$ cat src/rtl/psc_pkg.sv
package psc_pkg;
    timeunit 1ns;
    timeprecision 1ps;

    // Number of synchronous domains and their index order (also field order).
    localparam int NUM_DOM = 4;
    localparam int DOM_CPU = 0;
    localparam int DOM_HSB = 1;
    localparam int DOM_PBA = 2;
    localparam int DOM_PBB = 3;

    // Register addresses.
    localparam int A_DIV   = 0;
    localparam int A_SRC   = 1;
    localparam int A_MASK0 = 2;

    // Parent domain used by the nesting rule (the root returns itself).
    function automatic int dom_parent(input int d);
        case (d)
            DOM_HSB:          return DOM_CPU;
            DOM_PBA, DOM_PBB: return DOM_HSB;
            default:          return DOM_CPU;
        endcase
    endfunction
endpackage

$ cat src/rtl/psc_regs.sv
module psc_regs
    import psc_pkg::*;
#(
    parameter int SEL_W  = 3,
    parameter int MASK_W = 32,
    parameter int ADDR_W = 3,
    parameter int DATA_W = 32,
    localparam int FLD_W  = SEL_W + 1,
    localparam int CTRL_W = NUM_DOM * FLD_W,
    localparam int EXP_W  = SEL_W + 1
) (
    input  logic                      clk,
    input  logic                      rst_n,
    input  logic                      wr_en,
    input  logic [ADDR_W-1:0]         addr,
    input  logic [DATA_W-1:0]         wdata,
    output logic [DATA_W-1:0]         rdata,
    output logic [CTRL_W-1:0]         ctrl_pend,
    output logic                      use_pll,
    output logic                      nest_err,
    output logic [NUM_DOM*MASK_W-1:0] mask_flat
);
    timeunit 1ns;
    timeprecision 1ps;

    typedef struct packed {
        logic [CTRL_W-1:0]                ctrl;
        logic                             use_pll;
        logic                             err;
        logic [NUM_DOM-1:0][MASK_W-1:0]   mask;
    } regs_t;

    regs_t cur_q, nxt_d;

    // Effective log2 of the division: 0 when bypassed, SEL+1 when dividing.
    function automatic logic [EXP_W-1:0] fld_exp(input logic [FLD_W-1:0] f);
        if (f[FLD_W-1]) return EXP_W'(f[SEL_W-1:0]) + EXP_W'(1);
        return '0;
    endfunction

    // No child may run faster (smaller exponent) than its parent.
    function automatic logic nest_ok(input logic [CTRL_W-1:0] c);
        logic ok;
        ok = 1'b1;
        for (int d = 1; d < NUM_DOM; d++) begin
            if (fld_exp(c[d*FLD_W +: FLD_W]) < fld_exp(c[dom_parent(d)*FLD_W +: FLD_W]))
                ok = 1'b0;
        end
        return ok;
    endfunction

    always_comb begin
        nxt_d = cur_q;
        if (wr_en) begin
            if (addr == ADDR_W'(A_DIV)) begin
                if (nest_ok(wdata[CTRL_W-1:0])) nxt_d.ctrl = wdata[CTRL_W-1:0];
                else                            nxt_d.err  = 1'b1;
            end
            if (addr == ADDR_W'(A_SRC)) begin
                nxt_d.use_pll = wdata[0];
                if (wdata[1]) nxt_d.err = 1'b0;
            end
            for (int d = 0; d < NUM_DOM; d++) begin
                if (addr == ADDR_W'(A_MASK0 + d)) nxt_d.mask[d] = wdata[MASK_W-1:0];
            end
        end
    end

    always_ff @(posedge clk) begin
        if (!rst_n) begin
            cur_q.ctrl    <= '0;
            cur_q.use_pll <= 1'b0;
            cur_q.err     <= 1'b0;
            cur_q.mask    <= '1;
        end else begin
            cur_q <= nxt_d;
        end
    end

    always_comb begin
        rdata = '0;
        if (addr == ADDR_W'(A_DIV)) rdata[CTRL_W-1:0] = cur_q.ctrl;
        if (addr == ADDR_W'(A_SRC)) rdata[1:0]        = {cur_q.err, cur_q.use_pll};
        for (int d = 0; d < NUM_DOM; d++) begin
            if (addr == ADDR_W'(A_MASK0 + d)) rdata[MASK_W-1:0] = cur_q.mask[d];
        end
    end

    assign ctrl_pend = cur_q.ctrl;
    assign use_pll   = cur_q.use_pll;
    assign nest_err  = cur_q.err;
    assign mask_flat = cur_q.mask;
endmodule

$ cat src/rtl/psc_div.sv
module psc_div
    import psc_pkg::*;
#(
    parameter int SEL_W = 3,
    localparam int FLD_W  = SEL_W + 1,
    localparam int CTRL_W = NUM_DOM * FLD_W,
    localparam int CNT_W  = 1 << SEL_W
) (
    input  logic               clk,
    input  logic               rst_n,
    input  logic               tick,
    input  logic [CTRL_W-1:0]  ctrl_pend,
    output logic [CTRL_W-1:0]  ctrl_act,
    output logic [CNT_W-1:0]   cnt,
    output logic [NUM_DOM-1:0] dom_en
);
    timeunit 1ns;
    timeprecision 1ps;

    typedef struct packed {
        logic [CNT_W-1:0]  cnt;
        logic [CTRL_W-1:0] act;
    } div_t;

    div_t cur_q, nxt_d;

    // Shared counter; ratio changes are adopted only on a zero-count tick.
    always_comb begin
        nxt_d = cur_q;
        if (tick) begin
            nxt_d.cnt = cur_q.cnt + CNT_W'(1);
            if (cur_q.cnt == '0) nxt_d.act = ctrl_pend;
        end
    end

    always_ff @(posedge clk) begin
        if (!rst_n) begin
            cur_q.cnt <= '0;
            cur_q.act <= '0;
        end else begin
            cur_q <= nxt_d;
        end
    end

    for (genvar d = 0; d < NUM_DOM; d++) begin : g_dom
        logic [FLD_W-1:0] fld;
        logic [SEL_W:0]   shamt;
        logic [CNT_W-1:0] win;
        assign fld   = cur_q.act[d*FLD_W +: FLD_W];
        assign shamt = {1'b0, fld[SEL_W-1:0]} + (SEL_W+1)'(1);
        assign win   = ~({CNT_W{1'b1}} << shamt);
        assign dom_en[d] = tick & (~fld[FLD_W-1] | ((cur_q.cnt & win) == '0));
    end

    assign ctrl_act = cur_q.act;
    assign cnt      = cur_q.cnt;
endmodule

$ cat src/rtl/psc_gate.sv
module psc_gate
    import psc_pkg::*;
#(
    parameter int MASK_W = 32
) (
    input  logic [NUM_DOM-1:0]        dom_en,
    input  logic [NUM_DOM*MASK_W-1:0] mask,
    output logic [NUM_DOM*MASK_W-1:0] mod_en
);
    timeunit 1ns;
    timeprecision 1ps;

    for (genvar d = 0; d < NUM_DOM; d++) begin : g_dom
        assign mod_en[d*MASK_W +: MASK_W] = mask[d*MASK_W +: MASK_W] & {MASK_W{dom_en[d]}};
    end
endmodule

$ cat src/rtl/sync_clk_prescaler.sv
module sync_clk_prescaler
    import psc_pkg::*;
#(
    parameter int SEL_W  = 3,
    parameter int MASK_W = 32,
    parameter int ADDR_W = 3,
    parameter int DATA_W = 32
) (
    input  logic                      clk,
    input  logic                      rst_n,
    input  logic                      osc_tick,
    input  logic                      pll_tick,
    input  logic                      reg_wr,
    input  logic [ADDR_W-1:0]         reg_addr,
    input  logic [DATA_W-1:0]         reg_wdata,
    output logic [DATA_W-1:0]         reg_rdata,
    output logic [NUM_DOM-1:0]        dom_en,
    output logic [NUM_DOM*MASK_W-1:0] mod_en
);
    timeunit 1ns;
    timeprecision 1ps;

    localparam int CTRL_W = NUM_DOM * (SEL_W + 1);
    localparam int CNT_W  = 1 << SEL_W;

    logic                      use_pll;
    logic                      nest_err;
    logic                      main_tick;
    logic [CTRL_W-1:0]         ctrl_pend;
    logic [CTRL_W-1:0]         ctrl_act;
    logic [CNT_W-1:0]          div_cnt;
    logic [NUM_DOM*MASK_W-1:0] mask_flat;

    assign main_tick = use_pll ? pll_tick : osc_tick;

    psc_regs #(
        .SEL_W(SEL_W), .MASK_W(MASK_W), .ADDR_W(ADDR_W), .DATA_W(DATA_W)
    ) u_regs (
        .clk(clk), .rst_n(rst_n),
        .wr_en(reg_wr), .addr(reg_addr), .wdata(reg_wdata), .rdata(reg_rdata),
        .ctrl_pend(ctrl_pend), .use_pll(use_pll), .nest_err(nest_err),
        .mask_flat(mask_flat)
    );

    psc_div #(.SEL_W(SEL_W)) u_div (
        .clk(clk), .rst_n(rst_n), .tick(main_tick),
        .ctrl_pend(ctrl_pend), .ctrl_act(ctrl_act), .cnt(div_cnt), .dom_en(dom_en)
    );

    psc_gate #(.MASK_W(MASK_W)) u_gate (
        .dom_en(dom_en), .mask(mask_flat), .mod_en(mod_en)
    );
endmodule

$ cat config.mk
export PLATFORM = sky130hd
export DESIGN_NAME = sync_clk_prescaler
export DESIGN_NICKNAME = d
export VERILOG_FILES = /design/src/rtl/psc_pkg.sv /design/src/rtl/psc_regs.sv /design/src/rtl/psc_div.sv /design/src/rtl/psc_gate.sv /design/src/rtl/sync_clk_prescaler.sv
export SDC_FILE = /design/constraint.sdc
export NUM_CORES = 1
export LEC_CHECK = 0
export CORE_MARGIN = 4
export CORE_UTILIZATION = 40
export DETAILED_ROUTE_END_ITERATION = 16
export PLACE_DENSITY = 0.72
export SLEW_MARGIN = 25
export SYNTH_ARGS = -nofsm -noshare
export SYNTH_HDL_FRONTEND = slang
export SYNTH_SLANG_ARGS = --single-unit
$ cat constraint.sdc
create_clock -name clk -period 2.8 [get_ports clk]
set_input_delay 0.7 -clock clk [delete_from_list [all_inputs] [get_ports clk]]
set_output_delay 0.7 -clock clk [all_outputs]
set_load 0.01 [all_outputs]
---- Yosys cells after proc, flatten, opt, wreduce, memory -nomap -nowiden ----
Cells that the tools add are included.
word-level totals
  flip-flop bits (word level) ............. 170
  bits of input ports ..................... 40
  output and inout bits ................... 164
  word-level logic and storage cells ...... 125
operators by class
  add/sub/neg operators ................... 10
  magnitude comparators ................... 3
  equal/unequal tests ..................... 5
  shift-type cells ........................ 6
  multiplexer cells ....................... 55
  bitwise gates (word level) .............. 24
  reductions and logical operators ........ 13
operator list
  operator             count
  $and 32x32->32       4
  $mux 32              4
  $mux 30              4
  $mux 4               20
  $shiftx 16x32->4     2
  $logic_not 8->1      5
  $add 3x1->4 const B  9
  $and 8x8->8          4
  $not 8->8            4
  $shl 8x4->8 const A  4
  $mux 1               25
  $mux 16              1
  $lt 4x4->1           3
  $reduce_and 2->1     6
  $add 8x1->8 const B  1
  $eq 3x2->1 const B   2
  $eq 3x3->1 const B   2
  $and 1x1->1          4
  $not 1->1            4
  $or 1x1->1           4
  $eq 3x1->1 const B   1
  $logic_not 3->1      1
  $reduce_and 3->1     1
  $mux 2               1

---- Longest topological paths before layout ----
  depth after elaboration ................. 20
  depth in mapped cells ................... 11
  depth with buffers taken out ............ 9

---- Cells and area by module ----
A second synthesis with hierarchy kept.
unflattened totals
  cell total of the unflattened synthesis .. 1,164
  area total of the unflattened synthesis .. 9,247.6 um^2
modules (own cells, without submodules)
  module              instances  cells an instance  area each (um^2)  seq. area each (um^2)
  psc_regs            1          837                6,677.7           2,922.8
  psc_div             1          186                1,534.0           480.5
  psc_gate            1          140                1,021.0           0.0
  sync_clk_prescaler  1          1                  15.0              0.0

---- Least setup slack after synthesis ----
No wires, ideal clock.
  path kind ............................... input port to flip-flop
  start point ............................. in reg_wdata[8]
  end point ............................... reg u_regs.cur_q, in the netlist u_regs.ctrl_pend[7]
  setup time .............................. 0.072 ns
  data arrival time ....................... 2.539 ns
  data required time ...................... 2.728 ns
  slack ................................... 0.190 ns
  cell stages on the path ................. 10
  path buffers ............................ 2
  path through ............................ ha_1 -> and2_1 -> ha_1 -> a21boi_0 -> o311a_1 -> nor3_2 -> nor4b_2 -> buf_6 -> buf_12 -> mux2i_1
between the ends
  word-level cells in the longest chain between the ends .. 13
  elaborated cells on any way between the ends .. 26
  those cells by class .................... add/sub: 3; order compare: 3; shift: 2; mux: 17; reduce/logical: 1
RTL lines
  item                            RTL line                  text
  start: declaration              sync_clk_prescaler.sv:15  input logic [DATA_W-1:0] reg_wdata,
  $shiftx 16x32->4                psc_regs.sv:46            if (fld_exp(c[d*FLD_W +: FLD_W]) < fld_exp(c[dom_parent(d)*FLD_W +: FLD_W]))
  $add 3x1->4                     psc_regs.sv:37            if (f[FLD_W-1]) return EXP_W'(f[SEL_W-1:0]) + EXP_W'(1);
  $mux 4                          psc_regs.sv:37
  $mux 4                          psc_regs.sv:38            return '0;
  $mux 4                          psc_regs.sv:55            if (addr == ADDR_W'(A_DIV)) begin
  $mux 4                          psc_regs.sv:54            if (wr_en) begin
  $lt 4x4->1                      psc_regs.sv:46
  $mux 1 (2 in series)            psc_regs.sv:46
  $mux 1 (*)                      psc_regs.sv:46
  $mux 1 (*)                      psc_regs.sv:55
  $mux 1 (*)                      psc_regs.sv:54
  $reduce_and 3->1 (no line) (*)  --
  end signal: assignment          psc_regs.sv:76            cur_q <= nxt_d;
  end: declaration                psc_regs.sv:33            regs_t cur_q, nxt_d;
Every way passes the cells marked *; elsewhere a longest branch is shown, timed or not. The select of a mux whose other input is x is not followed.
A chain may end at the register's enable or synchronous reset.

---- Worst setup path in the final report ----
  start point ............................. reg u_div.cur_q, in the netlist u_div.ctrl_act[8]
  end point ............................... out mod_en[80]
between the ends
  word-level cells in the longest chain between the ends .. 8
RTL lines
  item                      RTL line                  text
  start: declaration        psc_div.sv:25             div_t cur_q, nxt_d;
  start signal: assignment  psc_div.sv:41             cur_q <= nxt_d;
  $add 3x1->4               psc_div.sv:50             assign shamt = {1'b0, fld[SEL_W-1:0]} + (SEL_W+1)'(1);
  $shl 8x4->8               psc_div.sv:51             assign win = ~({CNT_W{1'b1}} << shamt);
  $not 8->8                 psc_div.sv:51
  $and 8x8->8               psc_div.sv:52             assign dom_en[d] = tick & (~fld[FLD_W-1] | ((cur_q.cnt & win) == '0));
  $logic_not 8->1           psc_div.sv:52
  $or 1x1->1                psc_div.sv:52
  $and 1x1->1               psc_div.sv:52
  $and 32x32->32            psc_gate.sv:14            assign mod_en[d*MASK_W +: MASK_W] = mask[d*MASK_W +: MASK_W] & {MASK_W{dom_en[d]}};
  end: declaration          sync_clk_prescaler.sv:18  output logic [NUM_DOM*MASK_W-1:0] mod_en
Every way passes these cells.

==> summary.txt <==
Nature of the critical path startpoint -> register
Setup violators final -> 132
Final Instance Area -> 0.0140 mm2
R2r startpoint -> u_div.cnt[0]$_SDFFE_PN0P_
CP Class -> reg -> out
FF-to-FF setup slack -> 0.97 ns
Fraction of layout instances using a drive strength above 1 -> 35.6%
Met2 WL post-DR -> 16.9 mm
Sw Ratio -> 28.2%
Clock share of power -> 38.7%
Vias in the first global route -> 9157
Highest Signal Layer -> met4
Most used flip-flop cell after synthesis -> dfxtp_1
Post-Synthesis Cells -> 1140
Die Ht -> 158 um
DRC Markers -> 0
H-tree levels -> 4
CTS tree -> done
Worst-Margin Slew -> 0.776 ns
Initial Utilization -> 40.9%
Critical Path RT -> 2.10 ns
Hold path start -> u_regs.mask_flat[17]$_SDFFE_PN1P_
Part of the power in combinational logic -> 24.0%
Rel. slew slack -> 48.3%
# IOs -> 204
Hold WS -> 0.482 ns
CTS Buf Count -> 17
Final Hold Vio Count -> 0
Max cap viols -> 0
Chip width -> 158 um
Clk_skew -> 0.0108 ns
Area contributors post-synth -> dfxtp_1 (38%), nand2_1 (13%), and2_1 (9.8%), mux2i_1 (9.3%), nand3_1 (7.4%)
Placed cell areas -> 0.0119 mm2
Critical path launch point -> u_div.ctrl_act[8]$_SDFFE_PN0P_
Reg-to-reg endpoint -> u_div.ctrl_act[4]$_SDFFE_PN0P_
Leak -> 6.68 nW
Largest area contributor in the netlist -> dfxtp_1
Initial antenna violation count -> 0
N_diodes -> 0
Post-Route M1 WL -> 14.6 mm
Max Root-Sink Buffers -> 2
Max IR drop VDD -> 424 uV
Worst skew pair latency -> 0.43 ns
CTS Sinks -> 170
Routed Antenna Nets -> 0
Path depth of the worst reg2reg path -> 8
Die ar. -> 0.0249 mm2
Synth unique cells -> 54
Final setup margin -> -0.538 ns
Net Switching -> 0.00193 W
Max Fanout on Critical Path -> 7
Synthesis-to-layout area growth -> 55.8%
DR pass1 iterations -> 5
Met3 wire len -> 2.83 mm
Mapped cell area -> 0.00897 mm2
HP Class -> reg -> reg
Period utilization -> 119%
Synth Register Bits -> 170
GP Congestion -> 0.917
CP endpoint kind -> output pin
Ys Warns -> 0
Overflow after GRT -> 0
Synthesized Nets -> 1203
Root buf cell -> clkbuf_16
Port Buf Inserts -> 203
# rows -> 54
Register area share after synthesis -> 37.9%
Avg Cell Area, Syn -> 7.87 um2
Status -> finished, violations left
WP data arrival -> 2.64 ns
Core box area -> 0.0220 mm2
Achievable clock frequency -> 0.300 GHz
Wire per inst -> 20.8 um
Clock slew at reported path FFs -> 0.07 ns
Post-synth EDFFs -> 0
Async SR Flop Fraction -> 0%
Vias per cell -> 5.54
First-pass GRT wire length -> 53.2 mm
Post-Route WL -> 35.9 mm
Setup TNS -> -45.41 ns
Fin nets -> 1496
Top-area cell type share of the netlist area -> 37.9%
Hpwl dp -> 22.8 mm
Failing checks -> negative setup slack
Reg power frac -> 37.4%
Cell area power density -> 488 mW/mm2
Via Count -> 9559
Post-route minimum period -> 3.34 ns
Gr usage total -> 27.5%
Largest net degree at the start of global routing -> 68
FILL cells -> 1678
Final slew viol count -> 0
Crit path to -> mod_en[80]
Int Pwr -> 0.00491 W
Iter 0 DRT Violations -> 982
RSZ-0062 raised after global routing -> true
-- how the worst min path moves through the flow --
stage	end	slack, ns	cells past startpoint
6_report	u_regs.mask_flat[17]$_SDFFE_PN1P_	0.48	2
5_1_grt	u_regs.mask_flat[12]$_SDFFE_PN1P_	0.51	2
4_1_cts	u_regs.ctrl_pend[0]$_SDFFE_PN0P_	0.49	2
3_5_place_dp	u_regs.ctrl_pend[0]$_SDFFE_PN0P_	0.47	2
3_3_place_gp	u_regs.nest_err$_SDFFE_PN0P_	0.46	2
2_1_floorplan	u_regs.nest_err$_SDFFE_PN0P_	0.44	2
-- layout by cell type, fill, tap and decap left out, types with 8 or more instances in the layout --
cell type,synthesis,layout
nand3_1,133,132
o22ai_1,31,30
buf_2,12,22
and2_1,140,35
dfxtp_2,0,8
and2_4,0,105
buf_6,1,134
mux2i_1,83,83
dfxtp_1,170,156
clkbuf_16,0,18
xnor2_1,8,8
a22oi_1,15,15
nand2_1,310,308
buf_4,1,106
clkdlybuf4s50_1,0,30
dlygate4sd2_1,0,33
nor2b_1,17,17
mux2_2,15,15
ha_1,23,16
buf_12,1,22
-- final cells by class --
| cell class | instances | area [um2] | area share, % |
|---|---|---|---|
| inverter | 13 | 48.8 | 0.349 |
| multi-input combinational | 863 | 5680 | 40.6 |
| timing repair buffer | 368 | 3820 | 27.3 |
| clock inverter | 15 | 224 | 1.60 |
| sequential | 170 | 3440 | 24.6 |
| tap | 280 | 350 | 2.50 |
| clock buffer | 17 | 425 | 3.04 |
-- power by group through the flow --
stage | clock, W | combinational [W] | sequential, W
3_3_place_gp | 0 | 0.00131 | 0.00260
4_1_cts | 0.00265 | 0.00150 | 0.00255
3_5_place_dp | 0 | 0.00132 | 0.00261
2_1_floorplan | 0 | 0.000614 | 0.00258
6_report | 0.00264 | 0.00164 | 0.00255
5_1_grt | 0.00277 | 0.00173 | 0.00256
-- kinds of logic after synthesis --
logic type      Yosys count  share of synthesized area, %
compound gates           87                          6.90
mux                      98                          11.1
flops                   170                          37.9
simple gates            642                          34.6
fa+ha+maj                23                          3.21
buf+inv                 107                          4.98
xor+xnor                 13                          1.27
-- repair_timing --
action	CTS	global route
gates resized for setup	796	125
pin swaps	53	27
setup endpoints to repair	180	149
gates cloned	12	1
hold buffers	0	0
setup buffers	35	15
-- Yosys cell counts, types with 9 or more instances --
| master | number |
|---|---|
| nand2_1 | 310 |
| dfxtp_1 | 170 |
| and2_1 | 140 |
| nand3_1 | 133 |
| mux2i_1 | 83 |
| clkbuf_1 | 68 |
| o22ai_1 | 31 |
| ha_1 | 23 |
| nor2b_1 | 17 |
| a22oi_1 | 15 |
| mux2_2 | 15 |
| buf_2 | 12 |
| inv_1 | 12 |
| buf_1 | 9 |
| nand2b_1 | 9 |
-- metal layers --
metal | track usage [%] | vias up
met5 | 0 | -
met3 | 6.51 | 87
met2 | 43.7 | 494
met1 | 36.3 | 4562
met4 | 10.7 | 0
li1 | - | 4416
-- sequential cells by signal, indices dropped and copies added, names as in the netlist --
signal	flops
u_regs.mask_flat	128
u_div.cnt	8
u_div.ctrl_act	16
u_regs.use_pll	1
u_regs.nest_err	1
u_regs.ctrl_pend	16
-- critical path, cell delays in order (launching register included) --
cell,delay (ns)
dfxtp_2,0.35
inv_2,0.05
ha_4,0.26
inv_2,0.03
a222oi_1,0.24
a22oi_1,0.14
a31o_2,0.26
a31oi_4,0.22
buf_6,0.17
buf_16,0.14
buf_12,0.11
and2_4,0.13
buf_6,0.09
-- metrics by stage --
step | utilization [%] | cells | total power, W | setup WS, ns
after floorplan | - | 1140 | 0.00320 | 0.190
final | 63.7 | 1726 | 0.00683 | -0.538
after detailed placement | 54.3 | 1639 | 0.00393 | -0.517
after CTS | 61.3 | 1717 | 0.00671 | -0.518
after global routing | 63.7 | 1726 | 0.00706 | -0.695
after global placement | 54.3 | 1639 | 0.00391 | -0.509
Note: power is estimated with default switching activity, not from simulation.
